===== src/rtl/fsm_fault_sequencer.sv =====
module fsm_fault_sequencer #(
  parameter int unsigned PERIOD_CYCLES = 20_000_000,
  parameter int unsigned WORD_W        = 16,
  parameter int unsigned CNT_W         = 8
) (
  input  logic                 clk,
  input  logic                 rst_n,
  input  logic                 sw_inject,
  input  logic                 sw_reset,
  input  logic [WORD_W-1:0]    plain_dout,
  input  logic [WORD_W-1:0]    guard_dout,
  output logic                 tm_rst,
  output logic                 tm_start,
  output logic                 tm_rw,
  output logic [1:0]           tm_inject,
  output logic [WORD_W-1:0]    tm_word,
  output logic [2*CNT_W-1:0]   display_word,
  output logic [1:0]           plain_status,
  output logic [1:0]           guard_status
);

  localparam int unsigned PH_W = (PERIOD_CYCLES > 1) ? $clog2(PERIOD_CYCLES) : 1;
  localparam logic [PH_W-1:0] PH_LAST  = PH_W'(PERIOD_CYCLES - 1);
  localparam logic [PH_W-1:0] PH_READ  = PH_W'(0);
  localparam logic [PH_W-1:0] PH_WRITE = PH_W'(3);
  localparam logic [PH_W-1:0] PH_CMP   = PH_W'(6);
  localparam logic [1:0] ST_OK    = 2'd0;
  localparam logic [1:0] ST_FAULT = 2'd1;
  localparam logic [1:0] ST_INRST = 2'd2;

  logic [PH_W-1:0]   phase;
  logic [WORD_W-1:0] word;
  logic              do_cmp;

  always_ff @(posedge clk or negedge rst_n) begin
    if (!rst_n)                 phase <= '0;
    else if (phase == PH_LAST)  phase <= '0;
    else                        phase <= phase + 1'b1;
  end

  assign do_cmp = (phase == PH_CMP);

  always_ff @(posedge clk or negedge rst_n) begin
    if (!rst_n)        word <= '0;
    else if (sw_reset) word <= '0;
    else if (do_cmp)   word <= word + 1'b1;
  end

  assign tm_rst    = sw_reset;
  assign tm_start  = (phase == PH_READ) || (phase == PH_WRITE);
  assign tm_rw     = (phase == PH_WRITE);
  assign tm_inject = sw_inject ? 2'b11 : 2'b00;
  assign tm_word   = word;

  logic [1:0][WORD_W-1:0] dout;
  logic [1:0][CNT_W-1:0]  tally;
  logic [1:0][1:0]        status;

  assign dout = {guard_dout, plain_dout};

  for (genvar m = 0; m < 2; m++) begin : g_mach
    logic hit;
    assign hit = (dout[m] == word);

    always_ff @(posedge clk or negedge rst_n) begin
      if (!rst_n)
        tally[m] <= '0;
      else if (sw_reset)
        tally[m] <= '0;
      else if (do_cmp && !hit && (tally[m] != {CNT_W{1'b1}}))
        tally[m] <= tally[m] + 1'b1;
    end

    always_ff @(posedge clk or negedge rst_n) begin
      if (!rst_n)       status[m] <= ST_OK;
      else if (do_cmp)  status[m] <= hit ? ST_OK : (sw_reset ? ST_INRST : ST_FAULT);
    end
  end

  assign display_word = {tally[1], tally[0]};
  assign plain_status = status[0];
  assign guard_status = status[1];

endmodule



===== config.mk =====
export PLATFORM = sky130hd
export DESIGN_NAME = fsm_fault_sequencer
export DESIGN_NICKNAME = d
export VERILOG_FILES = /design/src/rtl/fsm_fault_sequencer.sv
export SDC_FILE = /design/constraint.sdc
export NUM_CORES = 1
export LEC_CHECK = 0
export ABC_CLOCK_PERIOD_IN_PS = 2800
export BUFFER_PORTS_ARGS = -buffer_cell sky130_fd_sc_hd__buf_4
export CAP_MARGIN = 25
export CORE_MARGIN = 2
export CORE_UTILIZATION = 45
export CTS_CLUSTER_DIAMETER = 100
export DETAILED_ROUTE_END_ITERATION = 10
export PLACE_DENSITY = 0.79
export SYNTH_ARGS = -nofsm -noshare
export SYNTH_HDL_FRONTEND = slang
export SYNTH_SLANG_ARGS = --single-unit

===== constraint.sdc =====
create_clock -name clk -period 2.8 [get_ports clk]
set_input_delay 0.56 -clock clk [delete_from_list [all_inputs] [get_ports clk]]
set_output_delay 0.56 -clock clk [all_outputs]
set_load 0.1 [all_outputs]

==> results.md <==
* Pwr dens at 442.3 nW/µm²
* Synth cell types at 41
* Largest net degree at the start of global routing at 62
* Fin crit period at 2.663 ns
* Vias per cell at 5.612
* I/O Pins at 77
* Clk buf depth at 2
* DRT antenna net count at 0
* # DRC at 0
* Vias at 3171
* Syn_area_per_cell at 9.233 µm²
* Max_slew headroom at 0.4920
* Clock transition at path regs at 0.08 ns
* Grt ovf at 0
* Worst skew pair latency at 0.35 ns
* Critical Path Start Type: flip-flop
* Num rows at 32
* Worst-path fanout max at 6
* Hpwl dp at 6279 µm
* Seq/Total Area, Yosys at 0.4207
* Post-synth EDFFs at 0
* Clk sink count at 61
* Yosys warns at 0
* CTS tree: yes
* # port buffers at 73
* ANT cells at 0
* Dpl ws at 0.3192 ns
* MaxCap Viol Count at 0
* DR WL/cell at 15.50 µm
* GP Congestion at 0.8637
* HP Class: in2async
* Reg-to-Reg End: tm_word[15]$_DFFE_PN0P_
* Critical path class: reg2out
* Layout Nets at 500
* Most frequent cells in the layout: buf_4 (77), dfrtp_1 (61), nor2_1 (33), xnor2_1 (28), xor2_1 (27)
* Post-route clock skew at 0.01351 ns
* FF-to-FF Start: phase[8]$_DFF_PN0_
* Setup ws final at 0.1375 ns
* Fin crit share at 0.9509
* WL final at 8755 µm
* Starting Density at 0.4671
* R2R depth at 5
* Post-CTS sizing at 0
* Slew @ Worst Pin at 0.7620 ns
* Vias in the first global route at 3069
* RSZ-0062 raised after global routing: false
* Die ar. at 8798 µm²
* Worst Path Arrival at 2.10 ns
* P_leak at 0.001960 µW
* Flops & latches, synth at 61
* Postcts setup bufs at 0
* Critical Path End Type: primary output
* Ys async rst share at 1.000
* Clk root buf: clkbuf_8
* Worst reg2reg setup slack at 0.30 ns
* Total power at 1983 µW
* Cells after Synth at 393
* Max VDD drop at 232.6 µV
* First-pass GRT wire length at 14510 µm
* Max Fclk at 375.6 MHz
* Slew Limit Fails at 0
* Syn Nets at 435
* Cell Area, Synth at 3628 µm²
* Cts hold-fix bufs at 0
* Final setup fails at 0
* Layout Area Growth over Synthesis at 23.55%
* Status: complete, no violations
* GRT Total Usage at 0.2094
* Core area at 7767 µm²
* Hold Fails Final Rpt at 0
* Initial DRC Count at 223
* CTS Buf Count at 9
* Most common cell after layout, fill and taps aside: buf_4
* Required @ worst endpoint at 2.24 ns
* Die Y at 93.80 µm
* Share of cells above drive strength 1 at 0.2333
* Die Wd at 93.80 µm
* First drt pass iteration count at 5
* Initial antenna violation count at 0
* # H-tree levels at 3
* Main synth FF type: dfrtp_1
==> routing by layer <==
layer	GRT usage	part of all wire	routed length, µm
met1	0.2678	0.44	3857
met3	0.04896	0.052	452
met5	0	0	0
met4	0.08454	0.017	150
met2	0.3423	0.49	4294
==> stage by stage <==
step	TNS (ns)	utilization	hold WS (ns)	cells	cell area, µm²
finish	0	0.5772	0.2502	565	4483
global route	0	0.5772	0.3314	565	4483
CTS	0	0.5772	0.2984	565	4483
detailed placement	0	0.5454	0.4737	549	4237
global placement	0	0.5454	0.4638	549	4237
floorplan	-0.8281	-	0.2644	393	3641
==> cells in the mapped netlist (2+ instances only) <==
cell | n | share of area
nand3_1 | 25 | 0.034
nand2_1 | 24 | 0.025
or3_1 | 11 | 0.019
nor2_1 | 33 | 0.034
mux2_2 | 5 | 0.016
a21oi_1 | 22 | 0.030
o21ai_0 | 13 | 0.018
xnor2_1 | 28 | 0.068
inv_1 | 11 | 0.011
a21o_1 | 3 | 0.0062
xor2_1 | 27 | 0.065
buf_2 | 4 | 0.0055
nor4_1 | 10 | 0.017
nand4_1 | 21 | 0.036
nand2b_1 | 2 | 0.0034
nor4b_1 | 3 | 0.0072
ha_1 | 6 | 0.021
o31ai_1 | 8 | 0.017
nor3_1 | 10 | 0.014
buf_4 | 3 | 0.0062
dfrtp_1 | 61 | 0.42
and2_1 | 2 | 0.0034
or4_1 | 9 | 0.019
and4_1 | 4 | 0.0097
a22o_1 | 2 | 0.0048
nor2b_1 | 7 | 0.012
o21ba_2 | 2 | 0.0055
clkbuf_1 | 14 | 0.014
and3_1 | 8 | 0.014
nor4_2 | 4 | 0.014
==> where the power goes <==
group / leakage, µW / switching (µW) / internal [µW]
clock: 0.000116 / 375 / 595
sequential: 0.000829 / 1.69 / 884
combinational: 0.00101 / 76.1 / 51.1
==> how the worst max path moves through the flow <==
| stage | cells after the start | from | slack [ns] | to |
|---|---|---|---|---|
| 2_1_floorplan | 3 | phase[8]$_DFF_PN0_ | -0.43 | tm_start |
| 3_3_place_gp | 5 | phase[8]$_DFF_PN0_ | 0.38 | tm_word[15]$_DFFE_PN0P_ |
| 3_5_place_dp | 5 | phase[8]$_DFF_PN0_ | 0.32 | tm_word[15]$_DFFE_PN0P_ |
| 4_1_cts | 4 | phase[8]$_DFF_PN0_ | 0.11 | tm_start |
| 5_1_grt | 4 | phase[3]$_DFF_PN0_ | 0.007 | tm_start |
| 6_report | 4 | phase[8]$_DFF_PN0_ | 0.14 | tm_start |
==> critical path, stage by stage (launching register included) <==
cell,delay [ns]
dfrtp_1,0.46
nor4_2,0.34
nand4_1,0.23
nor4_2,0.38
buf_4,0.35
==> cells by family after synthesis <==
family          share of synthesized area
fa+ha+maj                         0.02069
buf+inv                           0.04172
flops                              0.4207
mux                               0.01827
simple gates                       0.2783
compound gates                    0.08759
xor+xnor                           0.1328
==> registers in the layout, summed over array words and instances (netlist names) <==
signal        cells
display_word     16
guard_status      2
tm_word          16
phase            25
plain_status      2
==> cell type report <==
cell class                 instances  area, µm²
clock inverter                     7      122.6
sequential                        61       1526
clock buffer                       9      123.9
tap                              102      127.6
inverter                          11      41.29
multi-input combinational        298       1963
timing repair buffer              77      578.1
fill                             664       3284
Power figures use the tool's default switching activity.
